[src/rtl/wmod_pkg.sv]
package wmod_pkg;

  // Output path chosen by the flag logic
  typedef enum logic [1:0] {
    PATH_ZERO = 2'd0,
    PATH_A    = 2'd1,
    PATH_B    = 2'd2,
    PATH_CORE = 2'd3
  } wmod_path_e;

  // Prefix dot operator on {generate, propagate} pairs: hi covers the upper span
  function automatic logic [1:0] gp_combine(input logic [1:0] hi, input logic [1:0] lo);
    logic g;
    logic p;
    g = hi[1] | (hi[0] & lo[1]);
    p = hi[0] & lo[0];
    return {g, p};
  endfunction

endpackage

[src/rtl/wmod_dim1_front.sv]
module wmod_dim1_front #(
  parameter int N = 8
) (
  input  logic [N:0]   w_in,
  output logic [N-1:0] dim_out,
  output logic         is_zero
);

  // Decrement of the low n bits: a bit flips while every lower bit is zero.
  // A value of 2^n (low bits clear) lands on the all-ones code.
  always_comb begin
    logic low_all_zero;
    low_all_zero = 1'b1;
    for (int i = 0; i < N; i++) begin
      dim_out[i]   = w_in[i] ^ low_all_zero;
      low_all_zero = low_all_zero & ~w_in[i];
    end
    is_zero = low_all_zero & ~w_in[N];
  end

  always_comb begin
    assert_dim1_code_R8: assert (N'(dim_out + 1'b1) == w_in[N-1:0])
      else $error("diminished-one code does not step back to operand");
  end

endmodule

[src/rtl/wmod_ks_core.sv]
module wmod_ks_core
  import wmod_pkg::*;
#(
  parameter int N = 8
) (
  input  logic [N-1:0] x_in,
  input  logic [N-1:0] y_in,
  output logic [N-1:0] s_out,
  output logic         wrap_zero,
  output logic         eac_cin
);

  localparam int LVLS = (N > 1) ? $clog2(N) : 1;

  logic [LVLS:0][N-1:0] gg;
  logic [LVLS:0][N-1:0] pp;
  logic [N-1:0]         half_p;
  logic [N-1:0]         carry_in;

  // Kogge-Stone prefix tree over the n-bit codes
  always_comb begin
    half_p = x_in ^ y_in;
    gg[0]  = x_in & y_in;
    pp[0]  = half_p;
    for (int l = 0; l < LVLS; l++) begin
      for (int i = 0; i < N; i++) begin
        if (i >= (1 << l)) begin
          {gg[l+1][i], pp[l+1][i]} = gp_combine({gg[l][i], pp[l][i]},
                                                {gg[l][i-(1<<l)], pp[l][i-(1<<l)]});
        end else begin
          gg[l+1][i] = gg[l][i];
          pp[l+1][i] = pp[l][i];
        end
      end
    end
  end

  // Inverted end-around carry: add one only when the plain sum did not overflow
  always_comb begin
    eac_cin     = ~gg[LVLS][N-1];
    carry_in[0] = eac_cin;
    for (int i = 1; i < N; i++) begin
      carry_in[i] = gg[LVLS][i-1] | (pp[LVLS][i-1] & eac_cin);
    end
    s_out     = half_p ^ carry_in;
    wrap_zero = pp[LVLS][N-1];
  end

  function automatic logic [N-1:0] ref_dim_add(input logic [N-1:0] a, input logic [N-1:0] b);
    logic [N:0] raw;
    raw = {1'b0, a} + {1'b0, b};
    return raw[N] ? raw[N-1:0] : N'(raw[N-1:0] + 1'b1);
  endfunction

  always_comb begin
    assert_eac_sum_R1: assert (s_out == ref_dim_add(x_in, y_in))
      else $error("end-around sum differs from diminished-one reference");
    assert_wrap_clears_R5: assert (!wrap_zero || s_out == '0)
      else $error("all-propagate sum did not wrap to zero code");
  end

endmodule

[src/rtl/wmod_dim1_back.sv]
module wmod_dim1_back #(
  parameter int N = 8
) (
  input  logic [N-1:0] dim_in,
  output logic [N:0]   w_out
);

  // Increment back to weighted form; carry out of the low bits becomes bit n
  always_comb begin
    logic low_all_one;
    low_all_one = 1'b1;
    for (int i = 0; i < N; i++) begin
      w_out[i]    = dim_in[i] ^ low_all_one;
      low_all_one = low_all_one & dim_in[i];
    end
    w_out[N] = low_all_one;
  end

  always_comb begin
    assert_back_nonzero_R6: assert (w_out != '0)
      else $error("diminished-one code mapped back to zero");
    assert_back_top_R6: assert (!w_out[N] || w_out[N-1:0] == '0)
      else $error("weighted value above 2^n from incrementer");
  end

endmodule

[src/rtl/wmod_adder.sv]
module wmod_adder
  import wmod_pkg::*;
#(
  parameter int N = 8
) (
  input  logic [N:0] op_a,
  input  logic [N:0] op_b,
  output logic [N:0] sum_o
);

  localparam int unsigned MODV = (32'd1 << N) + 32'd1;
  localparam logic [N:0]  TOPV = (N+1)'(1) << N;

  logic [N-1:0] dim_a;
  logic [N-1:0] dim_b;
  logic         zero_a;
  logic         zero_b;
  logic [N-1:0] dim_s;
  logic         wrap_zero;
  logic         eac_cin;
  logic [N:0]   core_w;
  wmod_path_e   path;

  wmod_dim1_front #(.N(N)) u_front_a (
    .w_in   (op_a),
    .dim_out(dim_a),
    .is_zero(zero_a)
  );

  wmod_dim1_front #(.N(N)) u_front_b (
    .w_in   (op_b),
    .dim_out(dim_b),
    .is_zero(zero_b)
  );

  wmod_ks_core #(.N(N)) u_core (
    .x_in     (dim_a),
    .y_in     (dim_b),
    .s_out    (dim_s),
    .wrap_zero(wrap_zero),
    .eac_cin  (eac_cin)
  );

  wmod_dim1_back #(.N(N)) u_back (
    .dim_in(dim_s),
    .w_out (core_w)
  );

  // Flag logic: zero operands bypass, a wrapped sum is the zero residue
  always_comb begin
    if (zero_a && zero_b)      path = PATH_ZERO;
    else if (zero_a)           path = PATH_B;
    else if (zero_b)           path = PATH_A;
    else if (wrap_zero)        path = PATH_ZERO;
    else                       path = PATH_CORE;
  end

  always_comb begin
    unique case (path)
      PATH_ZERO: sum_o = '0;
      PATH_A:    sum_o = op_a;
      PATH_B:    sum_o = op_b;
      default:   sum_o = core_w;
    endcase
  end

  always_comb begin
    assert_in_range_R2: assert (sum_o <= TOPV)
      else $error("result above 2^n");
    assert_zero_identity_R3: assert (!zero_a || sum_o == op_b)
      else $error("zero operand is not an identity");
    assert_mod_sum_R1: assert (32'(sum_o) == (32'(op_a) + 32'(op_b)) % MODV)
      else $error("result is not the modular sum");
    assert_wrap_only_full_R5: assert (!(wrap_zero && !zero_a && !zero_b) || eac_cin)
      else $error("zero wrap without inverted end-around carry");
  end

endmodule

[config.mk]
export PLATFORM = sky130hd
export DESIGN_NAME = wmod_adder
export DESIGN_NICKNAME = d
export VERILOG_FILES = /design/src/rtl/wmod_pkg.sv /design/src/rtl/wmod_dim1_front.sv /design/src/rtl/wmod_ks_core.sv /design/src/rtl/wmod_dim1_back.sv /design/src/rtl/wmod_adder.sv
export SDC_FILE = /design/constraint.sdc
export NUM_CORES = 1
export LEC_CHECK = 0
export BUFFER_PORTS_ARGS = -buffer_cell sky130_fd_sc_hd__buf_2
export CAP_MARGIN = 10
export CORE_UTILIZATION = 50
export DETAILED_ROUTE_END_ITERATION = 7
export PLACE_DENSITY = 0.75
export SETUP_SLACK_MARGIN = 0.02
export SYNTH_ARGS = -nofsm -noshare
export SYNTH_HDL_FRONTEND = slang
export SYNTH_SLANG_ARGS = --single-unit
[constraint.sdc]
create_clock -name vclk -period 9.5
set_input_delay 1.9 -clock vclk [all_inputs]
set_output_delay 1.9 -clock vclk [all_outputs]
set_load 0.02 [all_outputs]
==> impl_metrics.ini, run 1 <==
[route]
postRouteAntennaNets = 0
route.detailed.drc = 0
route.detailed.vias_per_inst = 5.316
dr_total_vias = 925
route.final.wire_length_um = 2045
detailedRoute.firstIterationViolations = 41
drt_pre_antenna_iters = 5
routedWlPerCell_um = 11.75

[final_layout]
filler_cell_count = 174
n_clock_buffer = 0
layout.area.seq_um2 = 0
final_cell_mix = sky130_fd_sc_hd__inv_1 (39), sky130_fd_sc_hd__ha_1 (29), sky130_fd_sc_hd__buf_2 (27)
fin_area_um2 = 1085
layout-drive-gt1-share = 0.2148
leading_cell_type_in_the_layout_fill_and_taps_excluded = sky130_fd_sc_hd__inv_1
multi_input_area_um2 = 772.0
count_of_inserted_antenna_diode_cells = 0
num-nets-final = 199
area_growth_syn_to_layout_pct = 17.16
final_core_utilization = 0.6283
sequential_cell_total = 0

[timing]
setup_repair_after_global_routing_missed_its_margin = no
worstMarginPinSlew_ns = 0.7383
setup_viol = 0
totalNegativeSetupSlack_ns = 0
maxSlewHeadroom = 0.5069
maximum_clock_frequency_mhz = 113.5
hold_viol = 0
final.hold.worst_slack_ns = 4.143
min_period_over_period = 0.9272
timing.final.crit_period_ns = 8.808
slew_violations = 0

[synthesis]
synth_cells = 124
yosys_warnings = 0
synth.distinct_cells = 29
post_synth.cell_area_avg_um2 = 7.467
yosysSeqAreaShare = 0
mappedNetlistNets = 172
netlist_area_um2 = 925.9

[pwr]
design_power_total_mw = 0.1232
power.sequential.fraction = 0
leakagePower_nw = 0.7280
internal_power_mw = 0.05277
combinational_share_of_power = 1.000
power.share.switching = 0.5717
power.density_cell_area_nw_per_um2 = 113.6
netSwitchingPower_mw = 0.07043
pwr-share-clk = 0
peak_vdd_ir_v = 0.00008449

[grt]
first_pass_grt_wire_length_um = 3367
first_global_vias = 847
grt_start_max_net_pins = 10
groute.usage.overall = 0.2185
grt_overflow = 0
antenna_found_initial = 0

[outcome]
run_status = finished clean

[run]
max-cap-violations = 0

[setup_path]
timing.critical_path.fanout_max = 4
critPathBufInv = 5
setup.worst_path.start_class = primary input
critical_path.most_common_cell = sky130_fd_sc_hd__ha_1
critical_path.cell_chain = buf_2 > inv_1 > ha_1 > ha_1 > ha_1 > ha_1 > ha_1 > inv_1 > ha_1 > and3_4 > and3_4 > or4_4 > o21ai_0 > fa_1 > ha_1 > ha_1 > ha_1 > ha_1 > ha_1 > ha_1 > ha_1 > a222oi_1 > inv_1 > buf_2
max_stage_delay_ns = 0.48
critical_path.slowest_cell = sky130_fd_sc_hd__or4_4
timing.critical_path.max_delay_family = adder cells
timing_worst_setup_path_type = primary input to output pin
timing.critical_path.required_ns = 7.60
worstPathArrival_ns = 6.91
critical_path.endpoint_type = output pin

[floorplan]
initial_utilization = 0.5362
floorplan.die_area_um2 = 2028
ios = 27
die_w_um = 45.03
chipHeight_um = 45.03
fp_rows = 15
core_region_um2 = 1727

[worst_hold_path]
min-delay-path-class = primary input to output pin

[clock_network]
cts_resized = 0
postCtsSetupRepairBufs = 0
post_cts_hold_buffer_count = 0

[place]
place.gp.congestion = 0.7963
dpl-instance-area_um2 = 1085
quantity_of_i_o_buffers_inserted_on_ports = 27
place.detailed.hpwl_um = 1720
==> cell families after synthesis <==
| group | count (synthesis) | synth area share |
|---|---|---|
| buffers and inverters | 41 | 0.1662 |
| adder cells (fa/ha/maj) | 30 | 0.4135 |
| AO/OA/AOI/OAI | 27 | 0.2284 |
| AND/OR/NAND/NOR | 19 | 0.1257 |
| XOR/XNOR | 7 | 0.06622 |
==> power by group through the flow <==
stage	logic [mW]	registers [mW]	clock network, mW
3_5_place_dp	0.123	0	0
6_report	0.123	0	0
2_1_floorplan	0.0902	0	0
5_1_grt	0.137	0	0
4_1_cts	0.124	0	0
3_3_place_gp	0.120	0	0
==> layer usage <==
metal	vias to the layer above	global-route usage	wire, um
li1	482	-	-
met1	419	0.2591	958
met2	24	0.4551	1026
met3	0	0	61
met4	0	0	0
met5	-	0	0
==> final timing paths <==
path                     from        to  cells past startpoint
worst min-delay path  op_b[5]  sum_o[5]                      4
worst max-delay path  op_a[0]  sum_o[7]                     24
==> Yosys cell counts <==
master | instances | area, um^2
sky130_fd_sc_hd__nand3_1 | 1 | 5.000
sky130_fd_sc_hd__o21ai_1 | 1 | 5.000
sky130_fd_sc_hd__o31ai_1 | 1 | 7.510
sky130_fd_sc_hd__nand2b_1 | 1 | 6.260
sky130_fd_sc_hd__fa_1 | 1 | 20.02
sky130_fd_sc_hd__a31oi_1 | 1 | 6.260
sky130_fd_sc_hd__o21a_1 | 1 | 7.510
sky130_fd_sc_hd__a222oi_1 | 8 | 80.08
sky130_fd_sc_hd__or2_2 | 1 | 6.260
sky130_fd_sc_hd__nor2b_1 | 4 | 25.02
sky130_fd_sc_hd__a311oi_1 | 1 | 8.760
sky130_fd_sc_hd__a21o_1 | 2 | 15.01
sky130_fd_sc_hd__a221oi_1 | 1 | 8.760
sky130_fd_sc_hd__buf_1 | 1 | 3.750
sky130_fd_sc_hd__ha_1 | 29 | 362.9
sky130_fd_sc_hd__o21ai_0 | 3 | 15.01
sky130_fd_sc_hd__xnor2_1 | 5 | 43.79
sky130_fd_sc_hd__a21oi_1 | 4 | 20.02
sky130_fd_sc_hd__nand2_1 | 3 | 11.26
sky130_fd_sc_hd__and4b_1 | 1 | 10.01
sky130_fd_sc_hd__and3_4 | 2 | 22.52
sky130_fd_sc_hd__a211oi_2 | 1 | 12.51
sky130_fd_sc_hd__nor2_1 | 5 | 18.77
sky130_fd_sc_hd__clkbuf_1 | 1 | 3.750
sky130_fd_sc_hd__inv_1 | 39 | 146.4
sky130_fd_sc_hd__xor2_1 | 2 | 17.52
sky130_fd_sc_hd__a22oi_1 | 1 | 7.510
sky130_fd_sc_hd__a211o_1 | 2 | 17.52
sky130_fd_sc_hd__or4_4 | 1 | 11.26
==> metrics by stage <==
| step | setup WS (ns) | std cells |
|---|---|---|
| after floorplan | 1.143 | 124 |
| after global placement | 0.7521 | 174 |
| after detailed placement | 0.6754 | 174 |
| after CTS | 0.6705 | 174 |
| after global routing | 0.4254 | 174 |
| final | 0.6919 | 174 |
==> layout make-up <==
type,instances,share of cell area
inverter,39,0.1349
multi-input combinational,83,0.7116
tap,25,0.02884
timing repair buffer,27,0.1246
==> tightest hold or removal path, delay by kind of cell <==
kind | cells | cell delay (ns)
AOI/OAI and AO/OA | 1 | 0.06
buffers and inverters | 3 | 0.29
Power figures use the tool's default switching activity.
==> run 2, diff against run 1 <==
--- a/config.mk
+++ b/config.mk
@@ -9,7 +9,7 @@
 export CAP_MARGIN = 10
 export CORE_UTILIZATION = 50
 export DETAILED_ROUTE_END_ITERATION = 7
-export PLACE_DENSITY = 0.75
+export PLACE_DENSITY = 0.79
 export SETUP_SLACK_MARGIN = 0.02
 export SYNTH_ARGS = -nofsm -noshare
 export SYNTH_HDL_FRONTEND = slang
==> constraint.sdc (replaced) <==
create_clock -name vclk -period 7.35
set_input_delay 1.47 -clock vclk [all_inputs]
set_output_delay 1.47 -clock vclk [all_outputs]
set_load 0.02 [all_outputs]
==> impl_metrics.ini, run 2 (same netlist as run 1, synthesis figures left out) <==
[outcome]
run_status = finished clean

[grt]
groute.usage.overall = 0.2630
grt_start_max_net_pins = 10
antenna_found_initial = 0
first_pass_grt_wire_length_um = 3960
grt_overflow = 0
first_global_vias = 955

[setup_path]
critical_path.cell_chain = buf_8 > inv_4 > ha_4 > ha_4 > ha_4 > ha_4 > ha_4 > inv_4 > ha_4 > and3_4 > and3_4 > or4_4 > o21ai_2 > fa_1 > ha_2 > ha_4 > ha_4 > ha_4 > ha_4 > ha_4 > ha_4 > a222oi_1 > inv_1 > buf_6
max_stage_delay_ns = 0.55
setup.worst_path.start_class = primary input
critical_path.endpoint_type = output pin
timing.critical_path.required_ns = 5.88
timing.critical_path.fanout_max = 2
worstPathArrival_ns = 5.87
critical_path.slowest_cell = sky130_fd_sc_hd__or4_4
critical_path.most_common_cell = sky130_fd_sc_hd__ha_4
timing_worst_setup_path_type = primary input to output pin

[timing]
maximum_clock_frequency_mhz = 136.2
worst_setup_slack_after_layout_ns = 0.01038
setup_repair_after_global_routing_missed_its_margin = yes
hold_viol = 0
min_period_over_period = 0.9986
maxSlewHeadroom = 0.5208
slew_violations = 0
totalNegativeSetupSlack_ns = 0
timing.final.crit_period_ns = 7.340
worstMarginPinSlew_ns = 0.7174
setup_viol = 0

[place]
place.detailed.hpwl_um = 1975
place.gp.congestion = 0.8768
quantity_of_i_o_buffers_inserted_on_ports = 27
detailedPlace.worstSlack_ns = -0.3576

[route]
postRouteAntennaNets = 0
routedWlPerCell_um = 15.44
dr_total_vias = 1060
route.final.wire_length_um = 2903
route.detailed.drc = 0
drt_pre_antenna_iters = 5
route.detailed.vias_per_inst = 5.638
detailedRoute.firstIterationViolations = 39

[floorplan]
ios = 27
initial_utilization = 0.5362
core_region_um2 = 1727
fp_rows = 15
chipHeight_um = 45.03
die_w_um = 45.03
floorplan.die_area_um2 = 2028

[final_layout]
filler_cell_count = 103
n_clock_buffer = 0
sequential_cell_total = 0
final_cell_mix = sky130_fd_sc_hd__inv_1 (33), sky130_fd_sc_hd__buf_2 (21), sky130_fd_sc_hd__ha_4 (17)
area_growth_syn_to_layout_pct = 58.65
num-nets-final = 213
count_of_inserted_antenna_diode_cells = 0
layout.area.seq_um2 = 0
layout-drive-gt1-share = 0.4540
leading_cell_type_in_the_layout_fill_and_taps_excluded = sky130_fd_sc_hd__inv_1

[pwr]
netSwitchingPower_mw = 0.1173
power.density_cell_area_nw_per_um2 = 145.5
pwr-share-clk = 0
internal_power_mw = 0.09643
leakagePower_nw = 0.7876
power.sequential.fraction = 0
power.share.switching = 0.5489
peak_vdd_ir_v = 0.0001259
combinational_share_of_power = 1.000

[run]
max-cap-violations = 0

[worst_hold_path]
min-delay-path-class = primary input to output pin

[clock_network]
post_cts_hold_buffer_count = 0
==> run 2: cell types whose count changed in the layout (fill, tap and decap cells not counted), moves of 3 or more <==
| cell | change |
|---|---|
| sky130_fd_sc_hd__inv_2 | +3 |
| sky130_fd_sc_hd__ha_4 | +17 |
| sky130_fd_sc_hd__ha_2 | +4 |
| sky130_fd_sc_hd__buf_4 | +14 |
| sky130_fd_sc_hd__buf_2 | -6 |
| sky130_fd_sc_hd__buf_6 | +4 |
| sky130_fd_sc_hd__ha_1 | -21 |
| sky130_fd_sc_hd__inv_4 | +3 |
| sky130_fd_sc_hd__inv_1 | -6 |
==> run 2: worst max-delay path, delay by kind of cell <==
family / cells / cell delay, ns
and+or+nand+nor: 3 / 0.88
buffers and inverters: 5 / 0.37
AOI/OAI and AO/OA: 2 / 0.39
adders and majority gates: 14 / 2.74
==> run 2: area by class of cell <==
type | count | area (um^2) | share of cell area
inverters | 39 | 153.9 | 0.1048
multi-input cells | 83 | 998.5 | 0.6797
well taps | 25 | 31.28 | 0.02129
repair buffers | 41 | 285.3 | 0.1942
==> run 2: repair_timing <==
action	4_1_cts	5_1_grt
setup endpoints to repair	4	2
buffers inserted	0	2
pin swaps	12	13
gates resized for setup	31	13
==> run 2: path summary, 6_finish.rpt <==
| path | startpoint | to | depth (start not counted) |
|---|---|---|---|
| max | op_a[0] | sum_o[8] | 24 |
| min | op_b[8] | sum_o[8] | 4 |
==> run 2: per-stage QoR <==
step | utilization | power, mW | instances | hold WS, ns | area (um^2)
2_1_floorplan | - | 0.1206 | 124 | 3.126 | 962.2
3_3_place_gp | 0.7014 | 0.1689 | 186 | 3.274 | 1211
3_5_place_dp | 0.7014 | 0.1741 | 186 | 3.288 | 1211
4_1_cts | 0.8130 | 0.1981 | 186 | 3.278 | 1404
5_1_grt | 0.8507 | 0.2302 | 188 | 3.290 | 1469
6_report | 0.8507 | 0.2138 | 188 | 3.272 | 1469
==> run 2: layer usage <==
layer / routed length, um / GRT usage / vias up
met5: 0 / 0 / -
li1: - / - / 511
met2: 1599 / 0.5159 / 45
met3: 112 / 0.01600 / 4
met4: 41 / 0.06667 / 0
met1: 1150 / 0.3019 / 500
==> run 2: power by group through the flow <==
stage	Combinational [mW]	Clock [mW]	Sequential (mW)
2_1_floorplan	0.121	0	0
3_3_place_gp	0.169	0	0
3_5_place_dp	0.174	0	0
4_1_cts	0.198	0	0
5_1_grt	0.230	0	0
6_report	0.214	0	0
==> run 3, diff against run 2 <==
--- a/config.mk
+++ b/config.mk
@@ -6,10 +6,10 @@
 export NUM_CORES = 1
 export LEC_CHECK = 0
 export BUFFER_PORTS_ARGS = -buffer_cell sky130_fd_sc_hd__buf_2
-export CAP_MARGIN = 10
-export CORE_UTILIZATION = 50
+export CAP_MARGIN = 15
+export CORE_UTILIZATION = 41
 export DETAILED_ROUTE_END_ITERATION = 7
-export PLACE_DENSITY = 0.79
+export PLACE_DENSITY = 0.66
 export SETUP_SLACK_MARGIN = 0.02
 export SYNTH_ARGS = -nofsm -noshare
 export SYNTH_HDL_FRONTEND = slang
==> impl_metrics.ini, run 3 (same netlist as run 1, synthesis figures left out) <==
[floorplan]
fp_rows = 16
chipHeight_um = 49.52
floorplan.die_area_um2 = 2452
core_region_um2 = 2042
die_w_um = 49.52
ios = 27
initial_utilization = 0.4534

[grt]
first_global_vias = 1043
groute.usage.overall = 0.2251
grt_start_max_net_pins = 10
grt_overflow = 0
antenna_found_initial = 0
first_pass_grt_wire_length_um = 4367

[route]
routedWlPerCell_um = 14.97
dr_total_vias = 1061
drt_pre_antenna_iters = 6
route.final.wire_length_um = 2890
route.detailed.drc = 0
postRouteAntennaNets = 0
detailedRoute.firstIterationViolations = 65
route.detailed.vias_per_inst = 5.497

[timing]
worstMarginPinSlew_ns = 0.7325
setup_viol = 0
min_period_over_period = 0.9851
timing.final.crit_period_ns = 7.241
hold_viol = 0
setup_repair_after_global_routing_missed_its_margin = yes
final.hold.worst_slack_ns = 3.296
maximum_clock_frequency_mhz = 138.1
slew_violations = 0
maxSlewHeadroom = 0.5108

[final_layout]
fin_area_um2 = 1559
leading_cell_type_in_the_layout_fill_and_taps_excluded = sky130_fd_sc_hd__inv_1
layout-drive-gt1-share = 0.4880
num-nets-final = 216
sequential_cell_total = 0
final_cell_mix = sky130_fd_sc_hd__inv_1 (33), sky130_fd_sc_hd__buf_2 (22), sky130_fd_sc_hd__ha_4 (21)
count_of_inserted_antenna_diode_cells = 0
n_clock_buffer = 0
area_growth_syn_to_layout_pct = 68.38
filler_cell_count = 158
layout.area.seq_um2 = 0
final_core_utilization = 0.7635

[worst_hold_path]
hold_path.startpoint = op_b[8]
instance_count_along_the_most_critical_hold_path = 4
holdPathEnd = sum_o[8]
min-delay-path-class = primary input to output pin

[setup_path]
max_stage_delay_ns = 0.51
timing.critical_path.required_ns = 5.88
critical_path.endpoint_type = output pin
timing_worst_setup_path_type = primary input to output pin
critical_path.slowest_cell = sky130_fd_sc_hd__or4_4
worstPathArrival_ns = 5.77
setup.worst_path.start_class = primary input
critical_path.most_common_cell = sky130_fd_sc_hd__ha_4
cp-startpoint = op_b[0]
timing.critical_path.fanout_max = 3

[run]
max-cap-violations = 0

[pwr]
power.share.switching = 0.5321
design_power_total_mw = 0.2225
netSwitchingPower_mw = 0.1184
combinational_share_of_power = 1.000
internal_power_mw = 0.1041
pwr-share-clk = 0
power.sequential.fraction = 0
power.density_cell_area_nw_per_um2 = 142.7
peak_vdd_ir_v = 0.0001349
leakagePower_nw = 0.8070

[place]
place.gp.congestion = 0.8815
dpl-instance-area_um2 = 1236
place.detailed.hpwl_um = 2122
quantity_of_i_o_buffers_inserted_on_ports = 27

[outcome]
run_status = finished clean

[clock_network]
post_cts_hold_buffer_count = 0
-- run 3: changes by cell type in the layout (fill, tap and decap cells not counted) --
| cell | delta |
|---|---|
| sky130_fd_sc_hd__a21oi_1 | -1 |
| sky130_fd_sc_hd__a21oi_4 | +1 |
| sky130_fd_sc_hd__buf_2 | +1 |
| sky130_fd_sc_hd__buf_4 | +2 |
| sky130_fd_sc_hd__ha_1 | -2 |
| sky130_fd_sc_hd__ha_2 | -2 |
| sky130_fd_sc_hd__ha_4 | +4 |
| sky130_fd_sc_hd__o21ai_1 | -1 |
| sky130_fd_sc_hd__o21ai_4 | +1 |
-- run 3: area by class of cell --
type / count / area (um^2) / area share
well taps: 27 / 33.78 / 0.02167
inverters: 39 / 153.9 / 0.09872
multi-input cells: 83 / 1066 / 0.6838
repair buffers: 44 / 305.3 / 0.1958
-- run 3: worst max-delay path, delay by kind of cell --
| family | cells | cell delay (ns) |
|---|---|---|
| AND/OR/NAND/NOR | 1 | 0.51 |
| AO/OA/AOI/OAI | 4 | 0.52 |
| adder cells (fa/ha/maj) | 14 | 2.77 |
| buffers and inverters | 6 | 0.50 |
-- run 3: stage by stage --
stage          setup slack, ns  setup TNS (ns)  instances
2_1_floorplan          0.02090               0        124
3_3_place_gp           -0.2331         -0.4447        191
3_5_place_dp           -0.2911         -0.6363        191
4_1_cts                0.03349               0        191
5_1_grt               -0.05357        -0.06929        193
6_report                0.1094               0        193
-- run 3: worst max-delay path by stage --
stage	endpoint	slack, ns
detailed placement	sum_o[7]	-0.29
CTS	sum_o[7]	0.03
finish	sum_o[7]	0.11
global route	sum_o[7]	-0.05
global placement	sum_o[7]	-0.23
floorplan	sum_o[7]	0.02
-- run 3: power by group through the flow --
| stage | registers [mW] | logic (mW) | clock network [mW] |
|---|---|---|---|
| 3_3_place_gp | 0 | 0.176 | 0 |
| 4_1_cts | 0 | 0.196 | 0 |
| 5_1_grt | 0 | 0.242 | 0 |
| 2_1_floorplan | 0 | 0.121 | 0 |
| 6_report | 0 | 0.222 | 0 |
| 3_5_place_dp | 0 | 0.181 | 0 |
-- run 3: layer usage --
metal,global-route usage,routed length [um],vias to the layer above
met5,0,0,-
met4,0.02857,36,0
met3,0.006173,161,4
met2,0.4887,1585,48
met1,0.2335,1107,493
li1,-,-,516
-- run 3: timing repair --
item                       in CTS  in global routing
setup buffers                   0                  2
hold endpoints to repair        0                  0
resized for setup              26                 23
setup endpoints to repair       4                  3
pin swaps                      12                 16
